===== config.mk =====
export PLATFORM = sky130hd
export DESIGN_NAME = cmp_timer
export DESIGN_NICKNAME = d
export VERILOG_FILES = /design/src/rtl/cmp_timer_pkg.sv /design/src/rtl/cmp_timer_prescale.sv /design/src/rtl/cmp_timer_core.sv /design/src/rtl/cmp_timer_regs.sv /design/src/rtl/cmp_timer.sv
export SDC_FILE = /design/constraint.sdc
export NUM_CORES = 1
export LEC_CHECK = 0
export ABC_CLOCK_PERIOD_IN_PS = 6900
export BUFFER_PORTS_ARGS = -buffer_cell sky130_fd_sc_hd__buf_2
export CORE_ASPECT_RATIO = 1.2
export CORE_MARGIN = 2
export CORE_UTILIZATION = 65
export CTS_CLUSTER_DIAMETER = 120
export CTS_CLUSTER_SIZE = 25
export DETAILED_ROUTE_END_ITERATION = 16
export PLACE_DENSITY = 0.83
export SLEW_MARGIN = 20
export SYNTH_ARGS = -nofsm -noshare
export SYNTH_HDL_FRONTEND = slang
export SYNTH_SLANG_ARGS = --single-unit

===== constraint.sdc =====
create_clock -name clk_i -period 6.9 [get_ports clk_i]
set_clock_uncertainty 0.05 [all_clocks]
set_input_delay 0.69 -clock clk_i [delete_from_list [all_inputs] [get_ports clk_i]]
set_output_delay 0.69 -clock clk_i [all_outputs]
set_load 0.005 [all_outputs]

===== src/rtl/cmp_timer_pkg.sv =====
package cmp_timer_pkg;
  // byte offsets on the register bus
  localparam int OFF_CTRL = 'h00;
  localparam int OFF_DIV  = 'h04;
  localparam int OFF_STAT = 'h08;
  localparam int OFF_MASK = 'h0C;
  localparam int OFF_CMP  = 'h10;
  localparam int OFF_CNT  = 'h24;

  // control field positions
  localparam int CTRL_EN_BIT   = 0;
  localparam int CTRL_WAIT_BIT = 3;
  localparam int CTRL_SRC_LSB  = 6;
  localparam int CTRL_SRC_W    = 3;
  localparam int CTRL_FREE_BIT = 9;
  localparam int CTRL_XPRE_BIT = 10;

  // source codes
  localparam logic [CTRL_SRC_W-1:0] SRC_BUS  = 3'd1;
  localparam logic [CTRL_SRC_W-1:0] SRC_PER  = 3'd2;
  localparam logic [CTRL_SRC_W-1:0] SRC_XTAL = 3'd5;

  typedef struct packed {
    logic                  xpre_en;
    logic                  free_run;
    logic [CTRL_SRC_W-1:0] src;
    logic                  wait_run;
    logic                  enable;
  } ctrl_t;
endpackage


===== src/rtl/cmp_timer_prescale.sv =====
module cmp_timer_prescale #(
  parameter int W = 12
) (
  input  logic         clk_i,
  input  logic         rst_ni,
  input  logic         clr_i,
  input  logic         run_i,
  input  logic         in_i,
  input  logic [W-1:0] div_i,
  output logic         tick_o
);
  logic [W-1:0] cnt_q;

  // >= keeps the divider sane if the limit is lowered mid-count
  assign tick_o = run_i && in_i && (cnt_q >= div_i);

  always_ff @(posedge clk_i or negedge rst_ni) begin
    if (!rst_ni)                cnt_q <= '0;
    else if (clr_i)             cnt_q <= '0;
    else if (run_i && in_i)     cnt_q <= tick_o ? '0 : cnt_q + W'(1);
  end

  assert_div_wrap_R5: assert property (@(posedge clk_i) disable iff (!rst_ni)
    (tick_o && !clr_i) |=> (cnt_q == '0));
endmodule


===== src/rtl/cmp_timer_core.sv =====
module cmp_timer_core #(
  parameter int DATA_W = 32
) (
  input  logic              clk_i,
  input  logic              rst_ni,
  input  logic              run_i,
  input  logic              tick_i,
  input  logic              clr_i,
  input  logic              free_run_i,
  input  logic [DATA_W-1:0] cmp_i,
  input  logic              flag_clr_i,
  input  logic              ie_i,
  output logic [DATA_W-1:0] cnt_o,
  output logic              flag_o,
  output logic              irq_o
);
  logic [DATA_W-1:0] cnt_q, cnt_nxt;
  logic              flag_q, irq_q, hit;

  always_comb begin
    cnt_nxt = (!free_run_i && cnt_q == cmp_i) ? '0 : cnt_q + DATA_W'(1);
    hit     = tick_i && !clr_i && (cnt_nxt == cmp_i);
  end

  always_ff @(posedge clk_i or negedge rst_ni) begin
    if (!rst_ni) begin
      cnt_q  <= '0;
      flag_q <= 1'b0;
      irq_q  <= 1'b0;
    end else begin
      if (clr_i)       cnt_q <= '0;
      else if (tick_i) cnt_q <= cnt_nxt;
      // a new match beats a software clear
      if (hit)             flag_q <= 1'b1;
      else if (flag_clr_i) flag_q <= 1'b0;
      irq_q <= flag_q & ie_i;
    end
  end

  assign cnt_o  = cnt_q;
  assign flag_o = flag_q;
  assign irq_o  = irq_q;

  assert_hold_R3: assert property (@(posedge clk_i) disable iff (!rst_ni)
    (!run_i && !clr_i) |=> $stable(cnt_q));
  assert_restart_R8: assert property (@(posedge clk_i) disable iff (!rst_ni)
    (tick_i && !clr_i && !free_run_i && cnt_q == cmp_i) |=> (cnt_q == '0));
  assert_flag_set_R9: assert property (@(posedge clk_i) disable iff (!rst_ni)
    $rose(flag_q) |-> (cnt_q == $past(cmp_i)));
  assert_mask_R11: assert property (@(posedge clk_i) disable iff (!rst_ni)
    !ie_i |=> !irq_q);
endmodule


===== src/rtl/cmp_timer_regs.sv =====
module cmp_timer_regs
  import cmp_timer_pkg::*;
#(
  parameter int ADDR_W = 6,
  parameter int DATA_W = 32,
  parameter int PDIV_W = 12,
  parameter int XDIV_W = 4
) (
  input  logic              clk_i,
  input  logic              rst_ni,
  input  logic              wr_i,
  input  logic [ADDR_W-1:0] addr_i,
  input  logic [DATA_W-1:0] wdata_i,
  output logic [DATA_W-1:0] rdata_o,
  input  logic [DATA_W-1:0] cnt_i,
  input  logic              flag_i,
  output ctrl_t             ctrl_o,
  output logic [PDIV_W-1:0] pdiv_o,
  output logic [XDIV_W-1:0] xdiv_o,
  output logic              ie_o,
  output logic [DATA_W-1:0] cmp_o,
  output logic              ctrl_clr_o,
  output logic              flag_clr_o
);
  localparam int DIV_W = PDIV_W + XDIV_W;

  ctrl_t             ctrl_q;
  logic [DIV_W-1:0]  div_q;
  logic              ie_q;
  logic [DATA_W-1:0] cmp_q, rdata_q, rd_nxt;
  logic              sel_ctrl, sel_div, sel_stat, sel_mask, sel_cmp, sel_cnt;

  assign sel_ctrl = addr_i == ADDR_W'(OFF_CTRL);
  assign sel_div  = addr_i == ADDR_W'(OFF_DIV);
  assign sel_stat = addr_i == ADDR_W'(OFF_STAT);
  assign sel_mask = addr_i == ADDR_W'(OFF_MASK);
  assign sel_cmp  = addr_i == ADDR_W'(OFF_CMP);
  assign sel_cnt  = addr_i == ADDR_W'(OFF_CNT);

  always_comb begin
    rd_nxt = '0;
    if (sel_ctrl) begin
      rd_nxt[CTRL_EN_BIT]                      = ctrl_q.enable;
      rd_nxt[CTRL_WAIT_BIT]                    = ctrl_q.wait_run;
      rd_nxt[CTRL_SRC_LSB +: CTRL_SRC_W]       = ctrl_q.src;
      rd_nxt[CTRL_FREE_BIT]                    = ctrl_q.free_run;
      rd_nxt[CTRL_XPRE_BIT]                    = ctrl_q.xpre_en;
    end else if (sel_div)  rd_nxt[DIV_W-1:0] = div_q;
    else if (sel_stat)     rd_nxt[0]         = flag_i;
    else if (sel_mask)     rd_nxt[0]         = ie_q;
    else if (sel_cmp)      rd_nxt            = cmp_q;
    else if (sel_cnt)      rd_nxt            = cnt_i;
  end

  always_ff @(posedge clk_i or negedge rst_ni) begin
    if (!rst_ni) begin
      ctrl_q  <= '0;
      div_q   <= '0;
      ie_q    <= 1'b0;
      cmp_q   <= '0;
      rdata_q <= '0;
    end else begin
      if (wr_i && sel_ctrl) begin
        ctrl_q.enable   <= wdata_i[CTRL_EN_BIT];
        ctrl_q.wait_run <= wdata_i[CTRL_WAIT_BIT];
        ctrl_q.src      <= wdata_i[CTRL_SRC_LSB +: CTRL_SRC_W];
        ctrl_q.free_run <= wdata_i[CTRL_FREE_BIT];
        ctrl_q.xpre_en  <= wdata_i[CTRL_XPRE_BIT];
      end
      if (wr_i && sel_div)  div_q <= wdata_i[DIV_W-1:0];
      if (wr_i && sel_mask) ie_q  <= wdata_i[0];
      if (wr_i && sel_cmp)  cmp_q <= wdata_i;
      rdata_q <= rd_nxt;
    end
  end

  assign ctrl_o     = ctrl_q;
  assign pdiv_o     = div_q[PDIV_W-1:0];
  assign xdiv_o     = div_q[DIV_W-1:PDIV_W];
  assign ie_o       = ie_q;
  assign cmp_o      = cmp_q;
  assign rdata_o    = rdata_q;
  assign ctrl_clr_o = wr_i && sel_ctrl && !wdata_i[CTRL_EN_BIT];
  assign flag_clr_o = wr_i && sel_stat && wdata_i[0];

  assert_disable_R12: assert property (@(posedge clk_i) disable iff (!rst_ni)
    ctrl_clr_o |=> !ctrl_o.enable);
endmodule


===== src/rtl/cmp_timer.sv =====
module cmp_timer
  import cmp_timer_pkg::*;
#(
  parameter int ADDR_W = 6,
  parameter int DATA_W = 32,
  parameter int PDIV_W = 12,
  parameter int XDIV_W = 4
) (
  input  logic              clk_i,
  input  logic              rst_ni,
  input  logic              wr_i,
  input  logic [ADDR_W-1:0] addr_i,
  input  logic [DATA_W-1:0] wdata_i,
  output logic [DATA_W-1:0] rdata_o,
  input  logic              per_tick_i,
  input  logic              xtal_tick_i,
  input  logic              wait_i,
  output logic              irq_o
);
  ctrl_t             ctrl;
  logic [PDIV_W-1:0] pdiv;
  logic [XDIV_W-1:0] xdiv;
  logic [DATA_W-1:0] cmp, cnt;
  logic              ie, ctrl_clr, flag_clr, flag;
  logic              run, xdiv_tick, xtal_path, src_tick, cnt_tick;

  assign run = ctrl.enable && (!wait_i || ctrl.wait_run);

  cmp_timer_regs #(
    .ADDR_W(ADDR_W), .DATA_W(DATA_W), .PDIV_W(PDIV_W), .XDIV_W(XDIV_W)
  ) u_regs (
    .clk_i(clk_i), .rst_ni(rst_ni), .wr_i(wr_i), .addr_i(addr_i),
    .wdata_i(wdata_i), .rdata_o(rdata_o), .cnt_i(cnt), .flag_i(flag),
    .ctrl_o(ctrl), .pdiv_o(pdiv), .xdiv_o(xdiv), .ie_o(ie), .cmp_o(cmp),
    .ctrl_clr_o(ctrl_clr), .flag_clr_o(flag_clr)
  );

  cmp_timer_prescale #(.W(XDIV_W)) u_xtal_div (
    .clk_i(clk_i), .rst_ni(rst_ni), .clr_i(ctrl_clr),
    .run_i(run && ctrl.xpre_en), .in_i(xtal_tick_i), .div_i(xdiv),
    .tick_o(xdiv_tick)
  );

  assign xtal_path = ctrl.xpre_en ? xdiv_tick : xtal_tick_i;

  always_comb begin
    case (ctrl.src)
      SRC_BUS:  src_tick = 1'b1;
      SRC_PER:  src_tick = per_tick_i;
      SRC_XTAL: src_tick = xtal_path;
      default:  src_tick = 1'b0;
    endcase
  end

  cmp_timer_prescale #(.W(PDIV_W)) u_main_div (
    .clk_i(clk_i), .rst_ni(rst_ni), .clr_i(ctrl_clr),
    .run_i(run), .in_i(src_tick), .div_i(pdiv), .tick_o(cnt_tick)
  );

  cmp_timer_core #(.DATA_W(DATA_W)) u_core (
    .clk_i(clk_i), .rst_ni(rst_ni), .run_i(run), .tick_i(cnt_tick),
    .clr_i(ctrl_clr), .free_run_i(ctrl.free_run), .cmp_i(cmp),
    .flag_clr_i(flag_clr), .ie_i(ie), .cnt_o(cnt), .flag_o(flag),
    .irq_o(irq_o)
  );

  assert_src_off_R4: assert property (@(posedge clk_i) disable iff (!rst_ni)
    (ctrl.src != SRC_BUS && ctrl.src != SRC_PER && ctrl.src != SRC_XTAL)
      |-> !cnt_tick);
endmodule


==> flow_summary.toml <==
[route]
firstDrtPassIters = 6
remaining_drc_errors = 0
vias = 7452
wirelength_um = 25200
antenna_left = 0
wl_per_cell_um = 23.1
viasPerCell = 6.82
first_iter_violations = 1015

[sta]
clock.fmax_mhz = 269
setup_viol = 0
rsz0062_at_grt = "no"
tns_ps = 0
worst_pin_slew_ps = 1060
fin_crit_ps = 3720
post-route-period-util_pct = 53.9
finalMaxSlewViolations = 0
fin_hold_ws_ps = 174
finalHoldViolCount = 0
slew_headroom_pct = 28.8

[cells_and_area]
finalNetCount = 980
area_delta_synth_final_pct = 11.8
diodes = 0
fill_cells = 870
final_layout_size_suffix_gt1_share_pct = 20.9

[global_routing]
grtUsageTotal_pct = 37.9
grt_pass1_vias = 7491
grt_pass1_wl_um = 39900
grt_overflow = 0
grt_max_degree = 80
antenna_found_initial = 0

[floorplanning]
design.core.area_um2 = 12700
dieArea_um2 = 13900
row_count = 45
fp.dieW_um = 108
dieHeight_um = 129
initial_utilization_pct = 66.8
io_pins = 77

[logic_synthesis]
synth_nets = 939
postSynthCellCount = 876
syn_area_um2 = 8460
synth_top_area_share_pct = 40.8
synth-edff-count = 0
async_flop_share_pct = 100
yosysTopAreaCell = "dfrtp_1"
synth.ff_latch_count = 138
ys_types = 74
ys_warn_count = 0
yosys_most_used_dff = "dfrtp_1"
synth-seq-area-share_pct = 40.8
synth.avg_cell_area_um2 = 9.66
ys_top_cells_by_area = "dfrtp_1, mux2_2, xor2_1"

[pwr]
combPwrFrac_pct = 12.8
clockPowerShare_pct = 44.4
switchingPower_uw = 597
seqPwrFrac_pct = 42.8
sw_frac_of_total_pct = 26.8
peakVddDrop_mv = 0.214
intPower_uw = 1630
power_density_nw_per_um2 = 235
p_leak_uw = 0.00441

[placement]
routabilityCongestion = 0.957
port-buffer-count = 76
dp_hpwl_um = 17600

[min_path]
hp-class = "input port to async pin"

[setup_path]
cp.arrival_ps = 4000
required_ps = 7180
start_kind = "flip-flop"
end_kind = "flip-flop"
crit_path_max_fanout = 31
path_class = "flip-flop to flip-flop"

[clocking]
clk_path_buf_depth = 2
clock_insertion_delay_worst_skew_ps = 430
cts_tree = "built"
ctsResizeCount = 0
cts_hold_buf = 0
root_buffer = "clkbuf_16"
path_clk_slew_ps = 60
htreeDepth = 4
cts.sinks = 138
post_cts_buffers = 0
cts_buffers = 17

[outcome]
status = "complete, no violations"

[flow_run]
drv_cap = 0
==> critical path, stage by stage (launching register included) <==
cell	delay [ps]
dfrtp_1	570
xor2_1	220
nor4_1	540
nand4_1	290
nor3_4	580
buf_4	450
a21oi_1	90
o32ai_1	300
o2111ai_1	180
o41ai_2	320
==> power by group through the flow <==
stage / registers [uW] / clock network [uW] / logic, uW
2_1_floorplan: 924 / 0 / 197
6_report: 952 / 989 / 285
4_1_cts: 949 / 993 / 283
5_1_grt: 958 / 1030 / 311
3_3_place_gp: 959 / 0 / 266
3_5_place_dp: 962 / 0 / 279
==> area by class of cell <==
class | count | area (um^2) | share of cell area [%]
Multi-Input combinational cell | 636 | 4560 | 48.2
Sequential cell | 138 | 3450 | 36.5
Clock buffer | 21 | 470 | 4.97
Timing Repair Buffer | 84 | 450 | 4.76
Tap cell | 164 | 205 | 2.17
Clock inverter | 10 | 165 | 1.75
Inverter | 40 | 150 | 1.59
==> synth_stat cells (all sizes together), types with 19 or more instances <==
library cell  number
a21oi             52
buf               34
clkbuf            28
dfrtp            138
ha                19
inv               40
mux2              58
nand2             45
nand3             22
nand4             27
nor2              65
nor3              19
nor4              19
o21ai             55
xnor2             26
xor2              40
==> layout by cell type (no fill, tap or decap), types with 17 or more instances in the layout <==
| cell type | n |
|---|---|
| ha_1 | 19 |
| buf_2 | 75 |
| dfrtp_1 | 138 |
| clkbuf_16 | 17 |
| nor2_1 | 64 |
| mux2_2 | 58 |
| xor2_1 | 40 |
| nand4_1 | 25 |
| nand3_1 | 19 |
| a22o_1 | 17 |
| xnor2_1 | 26 |
| inv_1 | 40 |
| a21oi_1 | 52 |
| nand2_1 | 45 |
| o21ai_0 | 54 |
==> flip-flops by register name, summed over array words and instances (netlist names) <==
name	flops
u_xtal_div.cnt_q	4
u_regs.rdata_o	32
u_core.cnt_o	32
u_core.flag_o	1
u_regs.ie_o	1
u_regs.div_q	16
u_regs.cmp_o	32
u_main_div.cnt_q	12
u_core.irq_o	1
u_regs.ctrl_o	7
==> stage by stage <==
step | cells | util [%] | power, uW | instance area [um^2] | setup slack, ps
3_3_place_gp | 1062 | 69.6 | 1230 | 8820 | 3370
6_report | 1093 | 74.7 | 2230 | 9460 | 3180
4_1_cts | 1093 | 74.6 | 2220 | 9450 | 3280
3_5_place_dp | 1062 | 69.6 | 1240 | 8820 | 3270
2_1_floorplan | 876 | - | 1120 | 8460 | 4050
5_1_grt | 1093 | 74.7 | 2300 | 9460 | 2990
==> worst paths after layout <==
path,start,to,slack (ps),depth (start not counted)
max,u_core.cnt_o[9],u_core.flag_o,3180,9
min,rst_ni,u_core.cnt_o[25],170,1
max reg2reg,u_core.cnt_o[9],u_core.flag_o,3180,9
min reg2reg,u_regs.div_q[11],u_regs.rdata_o[11],480,2
max in group asynchronous,rst_ni,u_core.cnt_o[3],5530,2
min in group clk_i,wdata_i[25],u_regs.cmp_o[25],440,2
==> routing by layer <==
layer  GRT usage [%]  up-vias  wire, um
met4            24.1        0      1600
met5               0        -         0
met2            62.3      411     12300
met1            45.3     3619      9380
met3            7.65      130      1950
li1                -     3292         -
==> logic make-up (layout without fill, tap and decap cells) <==
kind of cell	after synthesis	count (layout)	synth area share [%]
adder cells (fa/ha/maj)	19	19	2.81
flip-flops	138	138	40.8
AND/OR/NAND/NOR	278	278	18.8
XOR/XNOR	67	67	7.10
AO/OA/AOI/OAI	203	203	15.9
buffers and inverters	102	155	5.47
multiplexers	69	69	9.17
No activity file was read; power rests on OpenSTA's default activity.
